$ cat src/rtl/i2ct_pkg.sv
package i2ct_pkg;

    typedef enum logic [2:0] {
        ST_IDLE,
        ST_ADDR,
        ST_ACK,
        ST_WDATA,
        ST_RDATA,
        ST_RACK,
        ST_SKIP
    } tgt_state_t;

    typedef struct packed {
        logic start;
        logic stop;
        logic rise;
        logic fall;
    } bus_ev_t;

    localparam logic [7:0] GCALL_BYTE      = 8'h00;
    localparam logic [7:0] GCALL_RESET_CMD = 8'h06;
    localparam logic [4:0] HS_CODE_TOP     = 5'b00001;

    function automatic logic own_addr(input logic [7:0] b, input logic [5:0] prefix,
                                      input logic strap);
        return b[7:1] == {prefix, strap};
    endfunction

    function automatic logic is_gcall(input logic [7:0] b);
        return b == GCALL_BYTE;
    endfunction

    function automatic logic is_hs_code(input logic [7:0] b);
        return b[7:3] == HS_CODE_TOP;
    endfunction

endpackage

$ cat src/rtl/i2ct_filter.sv
module i2ct_filter #(
    parameter int SYNC_STAGES = 2
) (
    input  logic clk,
    input  logic rst,
    input  logic din,
    output logic dout
);
    localparam int TOP = SYNC_STAGES - 1;

    logic [TOP:0] sync_q;
    logic         last_q;

    always_ff @(posedge clk) begin
        if (rst) begin
            sync_q <= '1;
            last_q <= 1'b1;
            dout   <= 1'b1;
        end else begin
            sync_q <= {sync_q[TOP-1:0], din};
            last_q <= sync_q[TOP];
            // accept a new level only after two equal consecutive samples
            if (sync_q[TOP] == last_q && last_q != dout)
                dout <= last_q;
        end
    end

    a_r8_filter_agree: assert property (@(posedge clk) disable iff (rst)
        !$stable(dout) |-> ($past(sync_q[TOP]) == dout && $past(last_q) == dout));

endmodule

$ cat src/rtl/i2ct_busevents.sv
module i2ct_busevents
    import i2ct_pkg::*;
(
    input  logic    clk,
    input  logic    rst,
    input  logic    scl_f,
    input  logic    sda_f,
    output bus_ev_t ev
);
    logic scl_q, sda_q;

    always_ff @(posedge clk) begin
        if (rst) begin
            scl_q <= 1'b1;
            sda_q <= 1'b1;
        end else begin
            scl_q <= scl_f;
            sda_q <= sda_f;
        end
    end

    always_comb begin
        ev.start = scl_f && scl_q &&  sda_q && !sda_f;
        ev.stop  = scl_f && scl_q && !sda_q &&  sda_f;
        ev.rise  = scl_f && !scl_q;
        ev.fall  = !scl_f && scl_q;
    end

endmodule

$ cat src/rtl/i2c_cfg_target.sv
module i2c_cfg_target
    import i2ct_pkg::*;
#(
    parameter logic [5:0] ADDR_PREFIX = 6'b111010,
    parameter int         PTR_W       = 4,
    parameter int         SYNC_STAGES = 2
) (
    input  logic             clk,
    input  logic             rst,
    input  logic             scl_i,
    input  logic             sda_i,
    input  logic             addr_strap,
    output logic             sda_drive_low,
    output logic             gc_reset,
    output logic             hs_active,
    output logic [PTR_W-1:0] reg_ptr,
    output logic [7:0]       reg_wdata,
    output logic             reg_wr,
    input  logic [7:0]       reg_rdata
);
    localparam int NBITS = 8;
    localparam int CNT_W = $clog2(NBITS + 1);
    localparam logic [CNT_W-1:0] CNT_FULL = CNT_W'(NBITS);
    localparam logic [CNT_W-1:0] CNT_LAST = CNT_W'(NBITS - 1);

    // line 0 = clock, line 1 = data
    logic [1:0] raw_lines, filt_lines;
    logic       scl_f, sda_f;
    bus_ev_t    ev;

    assign raw_lines = {sda_i, scl_i};

    for (genvar g = 0; g < 2; g++) begin : g_line
        i2ct_filter #(.SYNC_STAGES(SYNC_STAGES)) u_filt (
            .clk  (clk),
            .rst  (rst),
            .din  (raw_lines[g]),
            .dout (filt_lines[g])
        );
    end

    assign scl_f = filt_lines[0];
    assign sda_f = filt_lines[1];

    i2ct_busevents u_ev (
        .clk   (clk),
        .rst   (rst),
        .scl_f (scl_f),
        .sda_f (sda_f),
        .ev    (ev)
    );

    tgt_state_t       st;
    logic [7:0]       shreg;
    logic [CNT_W-1:0] cnt;
    logic             rd_mode, gc_mode, gc_done, ptr_loaded, master_ack, drive_q;

    assign sda_drive_low = drive_q;

    always_ff @(posedge clk) begin
        if (rst) begin
            st         <= ST_IDLE;
            shreg      <= '0;
            cnt        <= '0;
            rd_mode    <= 1'b0;
            gc_mode    <= 1'b0;
            gc_done    <= 1'b0;
            ptr_loaded <= 1'b0;
            master_ack <= 1'b0;
            drive_q    <= 1'b0;
            gc_reset   <= 1'b0;
            hs_active  <= 1'b0;
            reg_ptr    <= '0;
            reg_wdata  <= '0;
            reg_wr     <= 1'b0;
        end else begin
            reg_wr   <= 1'b0;
            gc_reset <= 1'b0;
            if (reg_wr)
                reg_ptr <= reg_ptr + 1'b1;

            if (ev.start) begin
                st      <= ST_ADDR;
                cnt     <= '0;
                drive_q <= 1'b0;
            end else if (ev.stop) begin
                st        <= ST_IDLE;
                drive_q   <= 1'b0;
                hs_active <= 1'b0;
            end else begin
                unique case (st)
                    ST_ADDR: begin
                        if (ev.rise && cnt != CNT_FULL) begin
                            shreg <= {shreg[6:0], sda_f};
                            cnt   <= cnt + 1'b1;
                        end else if (ev.fall && cnt == CNT_FULL) begin
                            if (own_addr(shreg, ADDR_PREFIX, addr_strap)) begin
                                drive_q    <= 1'b1;
                                st         <= ST_ACK;
                                rd_mode    <= shreg[0];
                                gc_mode    <= 1'b0;
                                gc_done    <= 1'b0;
                                ptr_loaded <= 1'b0;
                            end else if (is_gcall(shreg)) begin
                                drive_q <= 1'b1;
                                st      <= ST_ACK;
                                rd_mode <= 1'b0;
                                gc_mode <= 1'b1;
                                gc_done <= 1'b0;
                            end else begin
                                if (is_hs_code(shreg))
                                    hs_active <= 1'b1;
                                st <= ST_SKIP;
                            end
                        end
                    end
                    ST_ACK: begin
                        if (ev.fall) begin
                            cnt <= '0;
                            if (gc_done) begin
                                drive_q <= 1'b0;
                                st      <= ST_SKIP;
                            end else if (rd_mode) begin
                                shreg   <= reg_rdata;
                                reg_ptr <= reg_ptr + 1'b1;
                                drive_q <= ~reg_rdata[7];
                                st      <= ST_RDATA;
                            end else begin
                                drive_q <= 1'b0;
                                st      <= ST_WDATA;
                            end
                        end
                    end
                    ST_WDATA: begin
                        if (ev.rise && cnt != CNT_FULL) begin
                            shreg <= {shreg[6:0], sda_f};
                            cnt   <= cnt + 1'b1;
                        end else if (ev.fall && cnt == CNT_FULL) begin
                            if (gc_mode) begin
                                if (shreg == GCALL_RESET_CMD) begin
                                    gc_reset <= 1'b1;
                                    gc_done  <= 1'b1;
                                    drive_q  <= 1'b1;
                                    st       <= ST_ACK;
                                end else begin
                                    st <= ST_SKIP;
                                end
                            end else begin
                                if (!ptr_loaded) begin
                                    reg_ptr    <= shreg[PTR_W-1:0];
                                    ptr_loaded <= 1'b1;
                                end else begin
                                    reg_wdata <= shreg;
                                    reg_wr    <= 1'b1;
                                end
                                drive_q <= 1'b1;
                                st      <= ST_ACK;
                            end
                        end
                    end
                    ST_RDATA: begin
                        if (ev.fall) begin
                            if (cnt == CNT_LAST) begin
                                drive_q <= 1'b0;
                                st      <= ST_RACK;
                            end else begin
                                shreg   <= {shreg[6:0], 1'b0};
                                drive_q <= ~shreg[6];
                                cnt     <= cnt + 1'b1;
                            end
                        end
                    end
                    ST_RACK: begin
                        if (ev.rise) begin
                            master_ack <= ~sda_f;
                        end else if (ev.fall) begin
                            if (master_ack) begin
                                shreg   <= reg_rdata;
                                reg_ptr <= reg_ptr + 1'b1;
                                drive_q <= ~reg_rdata[7];
                                cnt     <= '0;
                                st      <= ST_RDATA;
                            end else begin
                                st <= ST_SKIP;
                            end
                        end
                    end
                    default: ;
                endcase
            end
        end
    end

    a_r1_start_to_addr: assert property (@(posedge clk) disable iff (rst)
        ev.start |=> (st == ST_ADDR && !sda_drive_low));

    a_r1_stop_release: assert property (@(posedge clk) disable iff (rst)
        ev.stop |=> (!sda_drive_low && !hs_active && st == ST_IDLE));

    a_r6_gc_single: assert property (@(posedge clk) disable iff (rst)
        gc_reset |=> !gc_reset);

    a_r4_ptr_step: assert property (@(posedge clk) disable iff (rst)
        reg_wr |=> (reg_ptr == $past(reg_ptr) + 1'b1 && !reg_wr));

    a_r7_hs_no_ack: assert property (@(posedge clk) disable iff (rst)
        $rose(hs_active) |-> !sda_drive_low);

    a_r9_drive_scl_low: assert property (@(posedge clk) disable iff (rst)
        (!$stable(sda_drive_low) && !$past(ev.start || ev.stop)) |-> !$past(scl_f));

endmodule

$ cat config.mk
export PLATFORM = sky130hd
export DESIGN_NAME = i2c_cfg_target
export DESIGN_NICKNAME = d
export VERILOG_FILES = /design/src/rtl/i2ct_pkg.sv /design/src/rtl/i2ct_filter.sv /design/src/rtl/i2ct_busevents.sv /design/src/rtl/i2c_cfg_target.sv
export SDC_FILE = /design/constraint.sdc
export NUM_CORES = 1
export LEC_CHECK = 0
export ABC_AREA = 1
export BUFFER_PORTS_ARGS = -buffer_cell sky130_fd_sc_hd__buf_2
export CORE_UTILIZATION = 40
export CTS_BUF_LIST = sky130_fd_sc_hd__clkbuf_8
export DETAILED_ROUTE_END_ITERATION = 8
export PLACE_DENSITY = 0.64
export SYNTH_ARGS = -nofsm -noshare
export SYNTH_HDL_FRONTEND = slang
export SYNTH_SLANG_ARGS = --single-unit
$ cat constraint.sdc
create_clock -name clk -period 3.3 [get_ports clk]
set_clock_uncertainty 0.15 [all_clocks]
set_input_delay 0.165 -clock clk [delete_from_list [all_inputs] [get_ports clk]]
set_output_delay 0.165 -clock clk [all_outputs]
set_load 0.01 [all_outputs]
# == Word-level counts from Yosys, hierarchy flattened ==
# Index checks and enable logic that the tools add are counted.
# word_totals
regBits,46
in_bits,13
# op_classes
addsub,2
eq_ne,47
mux,94
bitwise,9
reduce_logical,40
# op_table
op,count
two-way mux 4 bit,20
two-way mux 8 bit,9
two-way mux 3 bit,15
two-way mux 1 bit,42
inequality test 2 bit (second input constant),20
inequality test 4 bit (second input constant),10
one-hot mux 8 bit (4 select lines),1
AND reduction 10 bit,3
AND reduction 12 bit,2
AND reduction 9 bit,2
one-hot mux 4 bit (4 select lines),1
one-hot mux 3 bit (5 select lines),1
AND reduction 7 bit,2
OR reduction 7 bit,2
one-hot mux 4 bit (3 select lines),1
logical AND 1 bit,11
nonzero test 2 bit,5
inverter 1 bit,9
adder 4 x 1 -> 4 bit (second input constant),2
equality test 8 x 3 -> 1 bit (second input constant),1
zero test 8 bit,1
equality test 7 bit,1
nonzero test 7 bit,1
equality test 3 x 2 -> 1 bit (second input constant),2
19 further kinds,28

# == Longest topological paths before layout ==
# Gate-level depths: netlist (run 1).
# depth
ltp_word,9
mapped_depth,11
depth_no_buf,11

# == Cells and area by module ==
# Synthesis (run 1) repeated with hierarchy kept, for this count alone.
# unflattened
cells_unflattened,474
area_unflattened_um2,2850.2
# by_module_without_submodules
module,instances,cells_each,area_per_inst_um2,seq_area_each_um2
i2c_cfg_target,1,428,2499.9,720.7
i2ct_filter,2,15,128.9,80.1
i2ct_busevents,1,16,92.6,40.0

# == Least setup slack after synthesis (run 1) ==
# No wires, ideal clock.
# synth_timing
path_type,register -> register
from,reg cnt[0]
to,reg reg_wdata[5]
setup_time_ns,0.066
t_arrival_ns,1.467
t_required_ns,3.084
setup_slack_ns,1.617
path_stages_with_launch,10
path_cell_list,dfxtp_1 -> inv_1 -> ha_1 -> nand3_2 -> nor2_1 -> inv_2 -> nor3_4 -> buf_6 -> o21ai_1 -> a21oi_2
# synth_via
elab_chain_len,4
word_cells_on_any_way,6
# synth_lines
element,line,source
"start, declared",i2c_cfg_target.sv:55,logic [CNT_W-1:0] cnt;
"start signal, assigned",i2c_cfg_target.sv:95,cnt <= cnt + 1'b1;
"start signal, assigned",i2c_cfg_target.sv:137,cnt <= cnt + 1'b1;
"start signal, assigned",i2c_cfg_target.sv:169,cnt <= cnt + 1'b1;
inequality test 4 bit,i2c_cfg_target.sv:135,if (ev.rise && cnt != CNT_FULL) begin
logical AND 1 bit,i2c_cfg_target.sv:135,
inverter 1 bit (no source line),-,
AND reduction 7 bit (no source line) *,-,
"end signal, assigned",i2c_cfg_target.sv:153,reg_wdata <= shreg;
"end, declared",i2c_cfg_target.sv:17,"output logic [7:0] reg_wdata,"
# Every way passes the cells marked *; elsewhere a longest branch is shown, timed or not.
# A chain may end at the register's enable or synchronous reset.

# == Worst setup path after layout (run 1) ==
# layout_timing
from,reg cnt[0]
to,reg reg_wdata[2]
# Same word-level chain as after synthesis.

==> summary.txt, run 1 <==
Layout
  • Antenna Cells: 0
  • Fin nets: ~430
  • Multi-input gate area: 0.00132 mm²
  • Share of layout cells above drive strength 1: between 10% and 20%
  • Layout fillers: 640
  • Synth-to-Final Area Change: 12.4%
  • Register area: 921 µm²

Synth
  • Post-synthesis mux area share: 0.405%
  • Async S/R FF share, synth: 0%
  • Simple-Gate Fraction of Synth Area: 36.8%
  • Post-synthesis compound-gate area fraction: 13.1%
  • Count leader, synth: nand2_1
  • Library cells used by synthesis: 28
  • Synth area leader: dfxtp_1
  • Commonest cells post-synth: 104 x nand2_1, 46 x dfxtp_1, 46 x inv_1
  • EDFF count, synth: 0
  • Largest family of logic cells by synthesized area: simple AND/OR/NAND/NOR gates
  • Synth area leaders: dfxtp_1 37%, nand2_1 16%, inv_1 7.0%
  • Synth Cell Area: 0.00247 mm²
  • Synthesized instance count: 381
  • Ys Warns: 0
  • Mapped Nets: 397
  • Synth Area in XOR/XNOR: 1.42%
  • Synth top area share: 37.3%
  • Post-synthesis sequential area ratio: 37.3%
  • Syn Area/Cell: 6.48 µm²
  • Adder-Cell Fraction of Synth Area: 1.52%
  • Primary FF master, synth: dfxtp_1
  • Register bit count reported by yosys: 46

STA
  • Slew @ Worst Pin: 582 ps
  • Final Hold Vio Count: 0
  • Number of setup violations in the final report: 0
  • RSZ-0062 raised after global routing: no
  • WHS: roughly 100 ps
  • Rel. slew slack: 61.1%
  • Final period util: 64.9%
  • Max Fclk: between 0.4 and 0.5 GHz
  • Min Clock Period, post-route: 2140 ps
  • Final Max Slew Viols: 0
  • TNS Setup: 0 ps

Critical path
  • Arr. time, crit path: 2220 ps
  • CP top delay family: simple AND/OR/NAND/NOR gates
  • Worst-path fanout max: 16
  • Crit-path cells: inv_1 -> ha_1 -> nand3_2 -> nor2_1 -> inv_2 -> nor3_4 -> o21ai_0 -> a21oi_1
  • Slowest cell on crit path: nor3_4
  • Critical Path RT: 3380 ps
  • Crit path largest cell delay: approximately 480 ps
  • Startpoint Class: flip-flop
  • Sum of buffers and inverters on the critical path: 2
  • CP Class: flip-flop to flip-flop
  • Crit path capture type: flip-flop

Power and ir drop
  • Max VDD drop: 0.000255 V
  • Power Internal: 960 µW
  • Leak: 1.28 nW
  • Clock power frac: 19.3%
  • Final Power: 1.70 mW
  • Switching pwr: about 740 µW
  • Sequential share of power: 39.7%
  • Comb pwr share: 41.0%
  • Sw Share: a little over two fifths
  • Pwr Density: 612 mW/mm²

GRT
  • Largest net degree at the start of global routing: 23
  • Initial antenna violation count: 0
  • Grt ovf: 0
  • First-pass GRT wire length: 10.0 mm
  • Number of global-route vias before repair: 2157
  • Gr usage total: 20.1%

Clocking
  • Clock root cell: clkbuf_8
  • CTS tree: yes
  • H-tree Lvls: 2
  • Clk sinks: 46
  • Max Root-Sink Buffers: 2
  • Clock latency on the worst-skew pair: approximately 300 ps
  • Postcts setup bufs: 0
  • Reg clk slew, reported paths: approximately 90 ps
  • CTS Buf Count: 5

Placement
  • Number of port buffers: 28
  • RePlAce Congestion: 0.943
  • DP Wirelength: 4.48 mm

Floorplanning
  • Core Area: 0.00592 mm²
  • Die Width: 80.6 µm
  • Row count: 28
  • Die area: 0.00649 mm²
  • Ports: 29
  • Starting Density: 41.7%
  • Die Ht: 80.6 µm

Run
  • Maxcap violations: 0

Drt
  • DR vias: 2412
  • DR pass1 iterations: 4
  • DRC: 0
  • ANT nets after route: 0
  • Iter 0 DRT Violations: 164
  • Routed WL per cell: 12.3 µm
  • Final WL: 5.98 mm
  • Vias per inst: 4.95

Hold path
  • Worst hold-check path type: input port to flip-flop

Outcome
  • Status: completed
cell usage in the layout, fill, tap and decap left out, drive strengths merged:
master / Yosys / final
a21boi: 2 / 2
dfxtp: 46 / 46
a21oi: 33 / 33
nand3: 32 / 32
nand4: 6 / 6
nand2: 112 / 112
mux2i: 1 / 1
xor2: 3 / 3
a211oi: 1 / 1
inv: 52 / 53
nor2: 48 / 48
dlygate4sd3: 0 / 2
or2: 6 / 6
clkinvlp: 0 / 1
buf: 3 / 29
o21ai: 25 / 25
clkbuf: 4 / 5
nor3: 1 / 1
nor4: 2 / 2
ha: 3 / 3
xnor2: 1 / 1
worst paths after layout:
path / slack (ps) / endpoint / startpoint / depth (start not counted)
max: 1160 / reg_wdata[2]$_SDFFE_PP0P_ / cnt[0]$_SDFFE_PP0P_ / 8
min: 100 / shreg[6]$_SDFFE_PP0P_ / reg_rdata[6] / 5
max reg2reg: 1160 / reg_wdata[2]$_SDFFE_PP0P_ / cnt[0]$_SDFFE_PP0P_ / 8
min reg2reg: 270 / g_line[1].u_filt.sync_q[1]$_SDFF_PP1_ / g_line[1].u_filt.sync_q[0]$_SDFF_PP1_ / 1
worst register-to-register path: stages, from the launching register on:
cell and delay [ps]:
dfxtp_1 340, inv_1 80, ha_1 160, nand3_2 100, nor2_1 330, inv_2 140, nor3_4 480, o21ai_0 160
a21oi_1 140
power by group through the flow:
| stage | Clock (mW) | Combinational, mW | Sequential [mW] |
|---|---|---|---|
| floorplan | 0 | 0.538 | 0.668 |
| finish | 0.328 | 0.695 | 0.674 |
| global route | 0.367 | 0.793 | 0.682 |
| global placement | 0 | 0.684 | 0.687 |
| detailed placement | 0 | 0.683 | 0.687 |
| CTS | 0.339 | 0.688 | 0.674 |
per-layer routing:
layer / track usage [%] / share of wire, % / up-vias
li1: - / - / 1268
met1: 27.0 / 47 / 1048
met2: 31.6 / 46 / 84
met3: 3.41 / 5.6 / 12
met4: 8.04 / 1.7 / 0
met5: 0 / 0 / -
area by class of cell:
cell class                 count  share of cell area (%)
sequential                    46                    33.2
inverter                      52                    7.04
timing repair buffer          31                    6.04
clock buffer                   5                    2.48
clock inverter                 2                   0.406
tap                           75                    3.38
multi-input combinational    276                    47.5
metrics by stage:
step	util (%)	cell area, µm²	setup slack, ps	std cells
global route	46.9	2770	976	487
CTS	46.9	2770	1160	487
detailed placement	45.2	2670	1180	478
floorplan	-	2470	1620	381
finish	46.9	2770	1160	487
global placement	45.2	2670	1240	478
cell families after synthesis:
logic type | count (synthesis)
adders and majority gates | 3
AOI/OAI and AO/OA | 61
DFF | 46
xor gates and xnor gates | 4
and+or+nand+nor | 207
buffers and inverters | 59
muxes | 1
sequential cells by signal, summed over array words and instances (netlist names), 2 cells and up:
name / count
shreg: 8
g_line.u_filt.last_q: 2
st: 3
g_line.u_filt.sync_q: 4
cnt: 4
reg_wdata: 8
g_line.u_filt.dout: 2
reg_ptr: 4
timing repair:
action,4_1_cts,5_1_grt
gates resized for setup,0,0
hold endpoints to repair,2,0
hold buffers,2,0
Note: power is estimated with default switching activity, not from simulation.
==> inputs of run 2 (changes only) <==
clock period = 2.01 ns   (was 3.3 ns; I/O delays follow)
==> run 2 against run 1 <==
  * Global-route usage rose by 0.49 points
  * Sequential cell count is the same
  * Clock-buffer cell count unchanged
  * Utilization increased by 1.9 points
  * Sequential power grew 65%
  * First-iteration DRC count rose by 2.4%
  * Via count grew 1.9%
  * Power is 79% higher
==> summary.txt, run 2 (synthesized netlist as in run 1, its figures left out) <==
Clocking
  • Reg clk slew, reported paths: 90 ps (about the same)
  • Clock latency on the worst-skew pair: 310 ps (about the same)
  • Clock root cell: clkbuf_8
  • CTS tree: yes
  • CTS Buf Count: 5 (unchanged)
  • H-tree Lvls: 2 (unchanged)
  • Max Root-Sink Buffers: 2 (unchanged)
  • Clk sinks: 46 (unchanged)

Critical path
  • Worst-path fanout max: 16 (unchanged)
  • Crit-path cells: nand2_2 -> buf_4 -> nor2_4 -> nand2_2 -> nor3_4 -> buf_4 -> o21ai_0 -> a21oi_1
  • Critical Path RT: 2100 ps (-1280 ps)
  • Arr. time, crit path: 1920 ps (-300 ps)
  • Slowest cell on crit path: dfxtp_1
  • Critical path startpoint: st[1]$_SDFFE_PP0P_
  • Startpoint Class: flip-flop
  • Crit path largest cell delay: 420 ps (-60 ps)
  • CP Class: flip-flop to flip-flop
  • Critical R2R Launch: st[1]$_SDFFE_PP0P_
  • R2r setup slk: 180 ps (-980 ps)
  • Worst r2r dst: reg_wdata[0]$_SDFFE_PP0P_
  • Crit path capture type: flip-flop
  • Sum of buffers and inverters on the critical path: 2 (unchanged)
  • R2R depth: 8 (unchanged)
  • CP top delay family: simple AND/OR/NAND/NOR gates

Floorplanning
  • Starting Density: 41.7% (unchanged)
  • Die Width: 80.6 µm (unchanged)
  • Die area: 0.00649 mm² (unchanged)
  • Row count: 28 (unchanged)
  • Core Area: 0.00592 mm² (unchanged)
  • Ports: 29 (unchanged)
  • Die Ht: 80.6 µm (unchanged)

Layout
  • Synth-to-Final Area Change: 17.0%
  • Antenna Cells: 0 (unchanged)
  • Share of layout cells above drive strength 1: 17.8% (+2.2 points)
  • Design Area, Final: 0.00289 mm² (+4.1%)
  • Top Registers: reg_wdata (8), shreg (8)
  • Final Util: 48.8% (+1.9 points)
  • Finished Layout Cells: 497 (+2.1%)
  • Most frequent cells in the layout: 104 x nand2_1, 48 x inv_1, 45 x dfxtp_1
  • Most common cell after layout, fill and taps aside: nand2_1
  • Fin nets: 437 (+2.1%)

GRT
  • Initial antenna violation count: 0 (unchanged)
  • Number of global-route vias before repair: 2173 (+0.74%)
  • Gr usage total: 20.6% (+0.49 points)
  • Largest net degree at the start of global routing: 23 (unchanged)
  • Grt ovf: 0 (unchanged)
  • First-pass GRT wire length: 10.2 mm (+2.0%)

Hold path
  • Hold Path Stages: 5 (unchanged)
  • Hold Path Sink: shreg[6]$_SDFFE_PP0P_
  • Worst hold-check path type: input port to flip-flop
  • Hold path start: reg_rdata[6]

Drt
  • Routed WL per cell: 12.7 µm (+3.4%)
  • Met2 WL post-DR: 2.90 mm (+6.1%)
  • M1 wire length: 3.00 mm (+7.0%)
  • DR vias: 2457 (+1.9%)
  • Vias per inst: 4.94 (-0.18%)
  • DRC: 0 (unchanged)
  • ANT nets after route: 0 (unchanged)
  • Top sig layer: met4
  • Wire length on met3: 258 µm (-23%)
  • Iter 0 DRT Violations: 168 (+2.4%)
  • Final WL: 6.30 mm (+5.5%)
  • DR pass1 iterations: 4 (unchanged)

STA
  • Rel. slew slack: 71.9% (+11 points)
  • Final Max Slew Viols: 0 (unchanged)
  • Number of setup violations in the final report: 0 (unchanged)
  • Slew @ Worst Pin: 422 ps (-160 ps)
  • RSZ-0062 raised after global routing: no
  • Max Fclk: 0.547 GHz (+17%)
  • Final period util: 91.0% (+26 points)
  • Final Hold Vio Count: 0 (unchanged)
  • TNS Setup: 0 ps (unchanged)
  • Min Clock Period, post-route: 1830 ps (-311 ps)

Placement
  • RePlAce Congestion: 1.04 (+10%)
  • Placed cell areas: 0.00273 mm² (+2.2%)
  • Number of port buffers: 28 (unchanged)
  • DP Wirelength: 4.65 mm (+3.9%)
  • Placed cells: 486 (+1.7%)

Power and ir drop
  • Max VDD drop: 0.000486 V (+90%)
  • Pwr Density: 1050 mW/mm² (+72%)
  • Leak: 1.34 nW (+5.2%)

Outcome
  • Status: completed

Run
  • Maxcap violations: 0 (unchanged)
[run 2: cell types whose count changed in the layout (fill, tap and decap cells not counted)]
cell | before | now
dfxtp_2 | 0 | 1
bufinv_16 | 0 | 1
buf_12 | 0 | 1
dfxtp_1 | 46 | 45
inv_1 | 47 | 48
clkinvlp_4 | 1 | 0
buf_4 | 1 | 9
nor2_1 | 44 | 43
nor2_4 | 2 | 3
[run 2: metal layers]
layer	global-route usage (%)	vias to the layer above
li1	-	1286
met1	26.0	1096
met2	34.1	62
met3	4.09	13
met4	7.86	0
met5	0	-
[run 2: cell type report]
| class | instances | area (µm²) |
|---|---|---|
| fillers | 632 | 3030 |
| clock inverters | 3 | 37.5 |
| flip-flops and latches | 46 | 922 |
| clock buffers | 5 | 68.8 |
| well taps | 75 | 93.8 |
| repair buffers | 40 | 248 |
| inverters | 52 | 195 |
| multi-input cells | 276 | 1320 |
[run 2: metrics by stage]
stage               hold slack [ps]  setup WS [ps]  power, mW
global placement                139           9.23       2.26
global route                   45.9           4.28       3.27
CTS                            32.3           83.5       2.96
floorplan                      54.3            327       1.98
finish                         25.3            180       3.04
detailed placement              136          -63.8       2.26
[run 2: worst max-delay path by stage]
| stage | depth (start not counted) | slack (ps) | end |
|---|---|---|---|
| floorplan | 9 | 330 | reg_wdata[5]$_SDFFE_PP0P_ |
| global placement | 10 | 9 | cnt[0]$_SDFFE_PP0P_ |
| detailed placement | 10 | -60 | cnt[1]$_SDFFE_PP0P_ |
| CTS | 10 | 80 | cnt[1]$_SDFFE_PP0P_ |
| global route | 11 | 4 | shreg[3]$_SDFFE_PP0P_ |
| finish | 8 | 180 | reg_wdata[0]$_SDFFE_PP0P_ |
[run 2: worst register-to-register path, stage by stage (launching register included)]
cell	delay, ps
dfxtp_1	420
nand2_2	140
buf_4	180
nor2_4	140
nand2_2	110
nor3_4	170
buf_4	220
o21ai_0	100
a21oi_1	140
[run 2: what timing repair did]
item                       in CTS  in global routing
pin swaps                       0                  1
setup endpoints to repair       2                 17
setup buffers                   0                  1
hold endpoints to repair        2                  0
gates resized for setup         1                  2
hold buffers                    2                  0
[run 2: power by group]
part	switching, mW	internal [mW]
Combinational	0.820	0.432
Clock	0.319	0.362
Sequential	0.105	1.00
Total	1.25	1.80
==> inputs of run 3 (changes only) <==
ABC_AREA = not set   (was 1)
clock period = 1.7 ns   (was 2.01 ns; I/O delays follow)
==> run 3 against run 2 <==
  * The run now ends with negative setup slack left
  * Wire length up 21%
  * Worst setup slack worse by 460 ps
  * Synthesized cell count down 19%
  * Non-clock buffer count up 74
  * Global-route usage up 3.4 points
==> summary.txt, run 3 <==
Outcome
  • Status: complete, but fails checks
  • Failing checks: negative setup slack

Clocking
  • Reg clk slew, reported paths: 80 ps (about the same)
  • Clock latency on the worst-skew pair: 300 ps (about the same)
  • Clock root cell: clkbuf_8
  • CTS Buf Count: 5 (unchanged)
  • CTS tree: yes
  • Max Root-Sink Buffers: 2 (unchanged)
  • H-tree Lvls: 2 (unchanged)
  • Clk sinks: 46 (unchanged)

Critical path
  • Crit path capture type: flip-flop
  • Sum of buffers and inverters on the critical path: 0 (-2)
  • CP Class: flip-flop to flip-flop
  • CP top delay family: simple AND/OR/NAND/NOR gates
  • Arr. time, crit path: 2070 ps (+150 ps)
  • Crit path largest cell delay: 540 ps (+120 ps)
  • Critical Path RT: 1790 ps (-310 ps)
  • Crit-path cells: or3b_4 -> a21oi_4 -> o221ai_4 -> or4_4 -> a21oi_2
  • Startpoint Class: flip-flop
  • Worst-path fanout max: 5 (-11)
  • Slowest cell on crit path: or4_4

Drt
  • Routed WL per cell: 15.9 µm (+25%)
  • Iter 0 DRT Violations: 166 (-1.2%)
  • ANT nets after route: 0 (unchanged)
  • DR pass1 iterations: 4 (unchanged)
  • Final WL: 7.64 mm (+21%)
  • DR vias: 2680 (+9.1%)
  • DRC: 0 (unchanged)
  • Vias per inst: 5.56 (+12%)

Layout
  • Layout fillers: 520 (-18%)
  • Antenna Cells: 0 (unchanged)
  • Most frequent cells in the layout: 71 x buf_4, 41 x dfxtp_1, 28 x buf_2
  • Top Registers: reg_wdata (8), shreg (8)
  • Final Util: 61.4% (+13 points)
  • Multi-input gate area: 0.00175 mm² (+32%)
  • Register area: 927 µm² (+0.54%)
  • Synth-to-Final Area Change: 44.5%
  • Share of layout cells above drive strength 1: 42.3% (+24 points)
  • Fin nets: 423 (-3.2%)
  • Most common cell after layout, fill and taps aside: buf_4

Synth
  • Library cells used by synthesis: 61 (+120%)
  • Synthesized instance count: 307 (-19%)
  • Ys Warns: 0 (unchanged)
  • Synth area leader: dfxtp_1
  • Primary FF master, synth: dfxtp_1
  • Syn Area/Cell: 8.43 µm² (+30%)
  • Synth area leaders: dfxtp_1 36%, mux2i_1 7.0%, a21oi_1 4.4%
  • Synth top area share: 35.6% (-1.7 points)
  • Count leader, synth: dfxtp_1
  • Synth Cell Area: 0.00259 mm² (+4.9%)
  • Register bit count reported by yosys: 46 (unchanged)
  • Mapped Nets: 323 (-19%)
  • Async S/R FF share, synth: 0% (unchanged)
  • Commonest cells post-synth: 46 x dfxtp_1, 29 x nor2_1, 23 x a21oi_1
  • Post-synthesis sequential area ratio: 35.6% (-1.7 points)
  • EDFF count, synth: 0 (unchanged)

Power and ir drop
  • Leak: 1.57 nW (+17%)
  • Sw Share: 20.2% (-21 points)
  • Comb pwr share: 4.1% (-37 points)
  • Max VDD drop: 0.000372 V (-23%)
  • Power Internal: 1.59 mW (-11%)
  • Clock power frac: 41.5% (+19 points)
  • Switching pwr: 404 µW (-68%)
  • Sequential share of power: 54.4% (+18 points)
  • Pwr Density: 534 mW/mm² (-49%)

Hold path
  • Worst hold-check path type: input port to flip-flop

GRT
  • Number of global-route vias before repair: 2528 (+16%)
  • First-pass GRT wire length: 12.2 mm (+19%)
  • Largest net degree at the start of global routing: 19 (-17%)
  • Grt ovf: 0 (unchanged)
  • Initial antenna violation count: 0 (unchanged)
  • Gr usage total: 24.0% (+3.4 points)

STA
  • Slew @ Worst Pin: 477 ps (+55.3 ps)
  • Min Clock Period, post-route: 1980 ps (+151 ps)
  • RSZ-0062 raised after global routing: yes
  • Number of setup violations in the final report: 33 (+33)
  • Final Max Slew Viols: 0 (unchanged)
  • Rel. slew slack: 67.9% (-4.0 points)
  • Final Hold Vio Count: 0 (unchanged)
  • Final Worst Setup Slack: -281 ps (-461 ps)
  • Final period util: 117% (+26 points)
  • WHS: 39.5 ps (+14.2 ps)
  • Max Fclk: 0.505 GHz (-7.6%)

Floorplanning
  • Die Width: 82.4 µm (+2.3%)
  • Starting Density: 42.5% (+0.77 points)
  • Row count: 28 (unchanged)
  • Core Area: 0.00610 mm² (+3.0%)
  • Ports: 29 (unchanged)
  • Die area: 0.00680 mm² (+4.7%)
  • Die Ht: 82.4 µm (+2.3%)

Run
  • Maxcap violations: 0 (unchanged)

Placement
  • DP Wirelength: 5.45 mm (+17%)
  • RePlAce Congestion: 0.906 (-13%)
  • Number of port buffers: 28 (unchanged)
## run 3: changes by cell type after synthesis, sizes merged, moves of 17 or more
| cell | change |
|---|---|
| nand2 | -96 |
| inv | -48 |
| nand3 | -28 |
| nor2 | -19 |
| mux2i | +17 |
## run 3: final timing paths
kind | end | slack [ps] | from | cells past startpoint
worst max-delay path | cnt[3]$_SDFFE_PP0P_ | -280 | st[0]$_SDFFE_PP0P_ | 5
worst min-delay path | shreg[5]$_SDFFE_PP0P_ | 40 | reg_rdata[5] | 4
worst max register to register | cnt[3]$_SDFFE_PP0P_ | -280 | st[0]$_SDFFE_PP0P_ | 5
worst min register to register | g_line[0].u_filt.sync_q[1]$_SDFF_PP1_ | 270 | g_line[0].u_filt.sync_q[0]$_SDFF_PP1_ | 1
## run 3: power by group through the flow
| stage | Clock (mW) | Combinational (mW) | Sequential [mW] |
|---|---|---|---|
| detailed placement | 0 | 0.0692 | 1.11 |
| global placement | 0 | 0.0679 | 1.11 |
| floorplan | 0 | 0.0363 | 1.11 |
| finish | 0.829 | 0.0824 | 1.09 |
| CTS | 0.855 | 0.0788 | 1.09 |
| global route | 0.887 | 0.0892 | 1.09 |
## run 3: cells by family (layout without fill, tap and decap cells)
logic type	Yosys count	in the layout	share of synthesized area (%)
simple gates	122	123	27.3
compound gates	86	86	21.6
flops	46	46	35.6
buf+inv	26	125	5.07
mux	19	19	7.39
xor+xnor	5	5	1.69
fa+ha+maj	3	3	1.45
## run 3: area by class of cell
class	count	share of cell area (%)
clock buffer	6	2.21
clock inverter	1	0.803
inverter	4	0.401
multi-input combinational	236	46.7
sequential	46	24.8
tap	75	2.51
timing repair buffer	114	22.6
## run 3: worst min-delay path, cell delays in order
cell	delay (ps)
buf_2	100
mux2i_1	110
or3_1	110
a21oi_1	50
## run 3: stage by stage
step           setup TNS, ps  area (µm²)  std cells  power [mW]  worst slack (ps)
6_report               -5960        3740        482        2.00              -281
5_1_grt                -8370        3740        482        2.06              -359
4_1_cts                -5710        3580        477        2.02              -298
3_5_place_dp           -6620        3320        461        1.18              -377
3_3_place_gp           -5250        3320        461        1.18              -292
2_1_floorplan          -3740        2640        307        1.15              -296
## run 3: metal layers
layer  track usage, %  wire length, µm  up-vias
met5                0                0        -
li1                 -                -     1326
met4             8.25              146        0
met1             31.7             3580     1270
met2             40.2             3620       72
met3             2.97              287       12
## run 3: what timing repair did
item,in CTS,in global routing
setup endpoints to repair,32,35
setup buffers,3,4
cloned,1,1
hold buffers,5,0
gates resized for setup,21,34
pin swaps,10,15
endpoints found under the hold margin,5,0
